`config.mk`:
```
export PLATFORM = sky130hd
export DESIGN_NAME = irqv_ctrl
export DESIGN_NICKNAME = d
export VERILOG_FILES = /design/src/rtl/irqv_pkg.sv /design/src/rtl/irqv_input_stage.sv /design/src/rtl/irqv_status_bank.sv /design/src/rtl/irqv_lowest.sv /design/src/rtl/irqv_ctrl.sv
export SDC_FILE = /design/constraint.sdc
export NUM_CORES = 1
export LEC_CHECK = 0
export BUFFER_PORTS_ARGS = -buffer_cell sky130_fd_sc_hd__buf_2
export CAP_MARGIN = 10
export CORE_MARGIN = 5
export CORE_UTILIZATION = 50
export DETAILED_ROUTE_END_ITERATION = 8
export PLACE_DENSITY = 0.7
export SLEW_MARGIN = 20
export SYNTH_ARGS = -nofsm -noshare
export SYNTH_HDL_FRONTEND = slang
export SYNTH_SLANG_ARGS = --single-unit
```
`constraint.sdc`:
```
create_clock -name clk -period 3.23 [get_ports clk]
set_clock_uncertainty 0.1 [all_clocks]
set_input_delay 0.4845 -clock clk [delete_from_list [all_inputs] [get_ports clk]]
set_output_delay 0.4845 -clock clk [all_outputs]
set_load 0.05 [all_outputs]
```
`src/rtl/irqv_pkg.sv`:
```
package irqv_pkg;

    localparam int DATA_W = 32;
    localparam int NUM_REGS = 8;

    // Word index of each register: address bits [4:2]
    typedef enum logic [2:0] {
        SEL_STAT = 3'd0,
        SEL_PEND = 3'd1,
        SEL_ENA  = 3'd2,
        SEL_ACK  = 3'd3,
        SEL_SETE = 3'd4,
        SEL_CLRE = 3'd5,
        SEL_VEC  = 3'd6,
        SEL_MSTR = 3'd7
    } reg_sel_e;

    typedef struct packed {
        logic stat_wr;
        logic ena_wr;
        logic ack_wr;
        logic set_wr;
        logic clr_wr;
        logic mstr_wr;
    } wr_strobe_t;

    typedef struct packed {
        logic cap_en;   // bit 1
        logic irq_en;   // bit 0
    } master_t;

    function automatic wr_strobe_t decode_write(input logic hit, input reg_sel_e sel);
        wr_strobe_t s;
        s = '0;
        if (hit) begin
            case (sel)
                SEL_STAT: s.stat_wr = 1'b1;
                SEL_ENA:  s.ena_wr  = 1'b1;
                SEL_ACK:  s.ack_wr  = 1'b1;
                SEL_SETE: s.set_wr  = 1'b1;
                SEL_CLRE: s.clr_wr  = 1'b1;
                SEL_MSTR: s.mstr_wr = 1'b1;
                default:  s = '0;
            endcase
        end
        return s;
    endfunction

endpackage

```
`src/rtl/irqv_input_stage.sv`:
```
module irqv_input_stage #(
    parameter int N_SRC = 32,
    parameter logic [N_SRC-1:0] KIND = '0
) (
    input  logic             clk,
    input  logic             rst,
    input  logic [N_SRC-1:0] irq_in,
    output logic [N_SRC-1:0] sync_lvl,
    output logic [N_SRC-1:0] cap_req
);

    logic [N_SRC-1:0] meta_q;
    logic [N_SRC-1:0] sync_q;
    logic [N_SRC-1:0] prev_q;

    always_ff @(posedge clk) begin
        if (rst) begin
            meta_q <= '0;
            sync_q <= '0;
            prev_q <= '0;
        end else begin
            meta_q <= irq_in;
            sync_q <= meta_q;
            prev_q <= sync_q;
        end
    end

    assign sync_lvl = sync_q;

    for (genvar i = 0; i < N_SRC; i++) begin : g_src
        if (KIND[i]) begin : g_edge
            assign cap_req[i] = sync_q[i] & ~prev_q[i];
        end else begin : g_level
            assign cap_req[i] = sync_q[i];
        end
    end

endmodule

```
`src/rtl/irqv_status_bank.sv`:
```
module irqv_status_bank
    import irqv_pkg::*;
#(
    parameter int N_SRC = 32
) (
    input  logic             clk,
    input  logic             rst,
    input  wr_strobe_t       stb,
    input  logic [N_SRC-1:0] wdata,
    input  logic [1:0]       wdata_mstr,
    input  logic [N_SRC-1:0] cap_req,
    output logic [N_SRC-1:0] status,
    output logic [N_SRC-1:0] enable,
    output master_t          master
);

    logic [N_SRC-1:0] status_n;
    logic [N_SRC-1:0] enable_n;

    always_comb begin
        status_n = status;
        if (stb.stat_wr && !master.cap_en) begin
            status_n = wdata;
        end else begin
            if (stb.ack_wr) status_n = status_n & ~wdata;
            // capture is applied last so it wins over a same-cycle acknowledge
            if (master.cap_en) status_n = status_n | cap_req;
        end
    end

    always_comb begin
        enable_n = enable;
        if (stb.ena_wr)      enable_n = wdata;
        else if (stb.set_wr) enable_n = enable | wdata;
        else if (stb.clr_wr) enable_n = enable & ~wdata;
    end

    always_ff @(posedge clk) begin
        if (rst) begin
            status <= '0;
            enable <= '0;
            master <= '0;
        end else begin
            status <= status_n;
            enable <= enable_n;
            if (stb.mstr_wr) master <= master_t'(wdata_mstr);
        end
    end

endmodule

```
`src/rtl/irqv_lowest.sv`:
```
module irqv_lowest #(
    parameter int N_SRC = 32,
    localparam int IDX_W = (N_SRC > 1) ? $clog2(N_SRC) : 1
) (
    input  logic [N_SRC-1:0] pend,
    output logic             found,
    output logic [IDX_W-1:0] idx
);

    always_comb begin
        found = 1'b0;
        idx   = '0;
        for (int i = N_SRC - 1; i >= 0; i--) begin
            if (pend[i]) begin
                found = 1'b1;
                idx   = IDX_W'(i);
            end
        end
    end

endmodule

```
`src/rtl/irqv_ctrl.sv`:
```
module irqv_ctrl
    import irqv_pkg::*;
#(
    parameter int N_SRC = 32,
    parameter logic [N_SRC-1:0] KIND = '0,
    parameter int ADDR_W = 8
) (
    input  logic              clk,
    input  logic              rst,
    input  logic [N_SRC-1:0]  irq_in,
    input  logic              bus_valid,
    input  logic              bus_write,
    input  logic [ADDR_W-1:0] bus_addr,
    input  logic [31:0]       bus_wdata,
    output logic [31:0]       bus_rdata,
    output logic              cpu_irq
);

    localparam int IDX_W = (N_SRC > 1) ? $clog2(N_SRC) : 1;
    localparam int MAP_BYTES = NUM_REGS * 4;

    logic [N_SRC-1:0] sync_lvl;
    logic [N_SRC-1:0] cap_req;
    logic [N_SRC-1:0] status;
    logic [N_SRC-1:0] enable;
    logic [N_SRC-1:0] pend;
    master_t          master;
    logic             found;
    logic [IDX_W-1:0] vec_idx;
    logic             addr_hit;
    reg_sel_e         sel;
    wr_strobe_t       stb;
    logic [31:0]      rd_mux;

    assign addr_hit = (bus_addr[1:0] == 2'b00) && (int'(bus_addr) < MAP_BYTES);
    assign sel      = reg_sel_e'(bus_addr[4:2]);
    assign stb      = decode_write(bus_valid && bus_write && addr_hit, sel);

    irqv_input_stage #(.N_SRC(N_SRC), .KIND(KIND)) u_in (
        .clk      (clk),
        .rst      (rst),
        .irq_in   (irq_in),
        .sync_lvl (sync_lvl),
        .cap_req  (cap_req)
    );

    irqv_status_bank #(.N_SRC(N_SRC)) u_bank (
        .clk        (clk),
        .rst        (rst),
        .stb        (stb),
        .wdata      (bus_wdata[N_SRC-1:0]),
        .wdata_mstr (bus_wdata[1:0]),
        .cap_req    (cap_req),
        .status     (status),
        .enable     (enable),
        .master     (master)
    );

    assign pend = status & enable;

    irqv_lowest #(.N_SRC(N_SRC)) u_low (
        .pend  (pend),
        .found (found),
        .idx   (vec_idx)
    );

    assign cpu_irq = master.irq_en & found;

    always_comb begin
        rd_mux = '0;
        if (addr_hit) begin
            case (sel)
                SEL_STAT: rd_mux = 32'(status);
                SEL_PEND: rd_mux = 32'(pend);
                SEL_ENA:  rd_mux = 32'(enable);
                SEL_VEC:  rd_mux = found ? 32'(vec_idx) : 32'hFFFF_FFFF;
                SEL_MSTR: rd_mux = {30'd0, master};
                default:  rd_mux = '0;
            endcase
        end
    end

    always_ff @(posedge clk) begin
        if (rst)                          bus_rdata <= '0;
        else if (bus_valid && !bus_write) bus_rdata <= rd_mux;
    end

endmodule

```
==> impl_metrics.csv <==
group,metric,value,unit
setup_path,critical_path.cell_chain,"a22o_1 -> nand4b_1 -> or4_4 -> nor3_1 -> a31oi_1 -> buf_2",
global_routing,grt_max_degree,133,
sta,setup_viol,0,
clock_tree,root_buffer,"clkbuf_16",
setup_path,timing.rr.start,"u_bank.status[17]",
synth,avgSynthCellArea,8.166,µm²
power,p_per_area,519.9,nW/µm²
synth,synth_nets,921,
clock_tree,cts.clk_slew.worst_paths,60,ps
sta,period_needed,3118,ps
detailed_routing,ant_nets,0,
setup_path,criticalPathCategory,"reg2out",
detailed_routing,dr.pass1.iters,5,
synth,synth_area_leader_cell,"dfxtp_1",
sta,hold_viol_final,0,
sta,setup_tns,0,ps
placed_design,dpl.hpwl,13040,µm
synth,yosysSeqAreaShare,0.4700,
setup_path,rr_worst_depth,7,
synth,synth_edf_count,0,
power,power_frac_comb,0.047,
floorplanning,num_rows,43,
global_routing,grt_use_total,0.2380,
synth,ys_types,46,
power,clkPwrFrac,0.474,
synth,synth_top_area_frac,0.4700,
placed_design,io_buffer_count,108,
detailed_routing,drt-initial-drc-count,646,
floorplanning,dieArea,16250,µm²
power,leakage,3.010,nW
cells_and_area,nets,1008,
clock_tree,htreeDepth,4,
min_path,hp-class,"in2reg",
clock_tree,clk_path_buf_depth,2,
cells_and_area,fin_cells,1125,
global_routing,grt_pass1_vias,5862,
clock_tree,cts_hold_buf,0,
floorplanning,start_util,0.5030,
synth,syn_inst,845,
setup_path,crit_arrival,2530,ps
cells_and_area,fillers,1256,
synth,synth_ff_type,"dfxtp_1",
setup_path,rrSetupSlack,640,ps
global_routing,grt_first_pass_wirelength,30860,µm
synth,syn_area,6900,µm²
sta,rsz0062_at_grt,"false",
detailed_routing,via_per_inst,5.686,
power,intPower,0.003299,W
setup_path,reg2reg_to,"bus_rdata[24]",
power,p_sw,0.0009756,W
setup_path,cpMaxStageDelayCell,"or4_4",
sta,slew_headroom,0.5116,
power,seqPwrFrac,0.479,
synth,yosys-top-cells-area,"dfxtp_1 (47%), nor2b_1 (9.2%), nand2_1 (6.5%)",
placed_design,dp.cells,1093,
floorplanning,pin_count,109,
detailed_routing,drc,0,
detailed_routing,routed-via-count,6397,
sta,tightestPinTransition,731.8,ps
cells_and_area,drive_above_1_share,0.1926,
sta,finalCritPeriodShare,0.9654,
setup_path,worst-path-buf-inv,1,
clock_tree,clk_latency,430,ps
setup_path,crit_family,"simple AND/OR/NAND/NOR gates",
setup_path,required,2650,ps
power,ir_worst_vdd,419.0,µV
cells_and_area,diodes,0,
setup_path,start_kind,"register",
clock_tree,cts_tree,"built",
floorplanning,die_h,127.5,µm
detailed_routing,drt-total-wl,18810,µm
setup_path,cpPeakStageDelay,600,ps
sta,drv_slew,0,
floorplanning,core_area,13720,µm²
detailed_routing,wl_per_cell,16.72,µm
clock_tree,numCtsBuffers,17,
setup_path,endpoint,"cpu_irq",
global_routing,overflow,0,
setup_path,startpoint,"u_bank.status[17]",
flow_run,drv_cap,0,
clock_tree,cts.sinks,162,
synth,synth_warnings,0,
placed_design,gp_congestion,0.9283,
power,p_sw_frac,0.2282,
floorplanning,die_w,127.5,µm
synth,ys_async_sr_fraction,0,
synth,synth_seq_cells,162,
setup_path,end_kind,"output pin",
sta,max_clock_freq,320.7,MHz
outcome,status,"finished, final reports clean",
global_routing,antenna_found_initial,0,
cells_and_area,area_growth,19.15,%
setup_path,critical_path_depth,6,
setup_path,worst-path-max-fanout,5,
[cells by family after synthesis]
group / share of synthesized area
simple gates: 0.2631
compound gates: 0.2274
flops: 0.4700
mux: 0.002901
buf+inv: 0.03663
[placed cells by master (no fill, tap or decap), drive strengths merged, types with 2 or more instances in the layout]
cell type  instances
a211oi             2
buf              129
o31a               2
nand3              6
a22o               6
nand2b             3
o21ai             94
a2111oi            2
nor2b            101
nand2            119
clkbuf            19
o211ai             3
nor2              99
a222oi             2
mux2i              2
a32o               3
a221oi            32
nand3b             2
a21oi             39
clkinvlp           5
and3               3
inv                5
a22oi             42
dfxtp            162
nor3              36
clkinv             2
bufinv             2
a31oi              3
a32oi              3
nand4              2
[worst min-delay path by stage]
stage	startpoint	endpoint	slack, ps	cells after the start
detailed placement	u_in.meta_q[31]	u_in.cap_req[31]	320	1
finish	irq_in[25]	u_in.meta_q[25]	160	2
global route	irq_in[9]	u_in.meta_q[9]	160	2
CTS	irq_in[27]	u_in.meta_q[27]	140	2
floorplan	u_in.meta_q[0]	u_in.cap_req[0]	310	1
global placement	u_in.meta_q[6]	u_in.cap_req[6]	320	1
[through the flow]
stage	setup WS, ps	util	hold slack (ps)	power (W)	instance area, µm²
5_1_grt	15.07	0.5993	156.2	0.004416	8222
6_report	111.7	0.5993	156.9	0.004275	8222
2_1_floorplan	758.6	-	313.8	0.002189	6900
3_3_place_gp	639.0	0.5549	316.4	0.002291	7614
4_1_cts	134.0	0.5989	143.3	0.004309	8217
3_5_place_dp	614.7	0.5549	321.2	0.002292	7614
[timing repair]
item                                   CTS  global route
endpoints found under the hold margin    0             0
resized for setup                        0             1
setup endpoints to repair                0             1
buffers inserted                         0             0
[Yosys cell counts (2+ instances only)]
cell type	count
o21ai_1	18
buf_2	4
a22oi_1	42
clkbuf_1	54
o211ai_1	3
nor2_1	99
a32oi_1	3
o21ai_0	66
and3_1	3
a31oi_1	3
nand2_1	119
nor2b_1	101
a21oi_1	39
nand3_1	6
a221oi_1	32
dfxtp_1	162
mux2i_1	2
nand3b_1	2
nor3_1	36
nand2b_1	3
nand4_1	2
buf_6	2
a211oi_1	2
a32o_1	3
a2111oi_0	2
a222oi_1	2
a22o_1	6
o31a_1	2
o21ai_2	10
[area by class of cell]
| cell class | count | area (µm²) | share of cell area |
|---|---|---|---|
| Sequential cell | 162 | 3243 | 0.3945 |
| Timing Repair Buffer | 129 | 713.2 | 0.08674 |
| Clock buffer | 19 | 452.9 | 0.05509 |
| Clock inverter | 13 | 150.1 | 0.01826 |
| Tap cell | 180 | 225.2 | 0.02739 |
| Multi-Input combinational cell | 621 | 3433 | 0.4176 |
| Inverter | 1 | 3.754 | 0.0004566 |
[layer usage]
| layer | up-vias | track usage | part of all wire |
|---|---|---|---|
| li1 | 3131 | - | - |
| met1 | 2963 | 0.3353 | 0.45 |
| met2 | 270 | 0.3620 | 0.45 |
| met3 | 33 | 0.04849 | 0.075 |
| met4 | 0 | 0.08644 | 0.022 |
| met5 | - | 0 | 0 |
[power by group through the flow]
stage | logic (W) | clock network, W | registers (W)
floorplan | 0.000101 | 0 | 0.00209
global placement | 0.000199 | 0 | 0.00209
detailed placement | 0.000200 | 0 | 0.00209
CTS | 0.000201 | 0.00206 | 0.00205
global route | 0.000221 | 0.00214 | 0.00205
finish | 0.000201 | 0.00203 | 0.00205
Power figures use the tool's default switching activity.
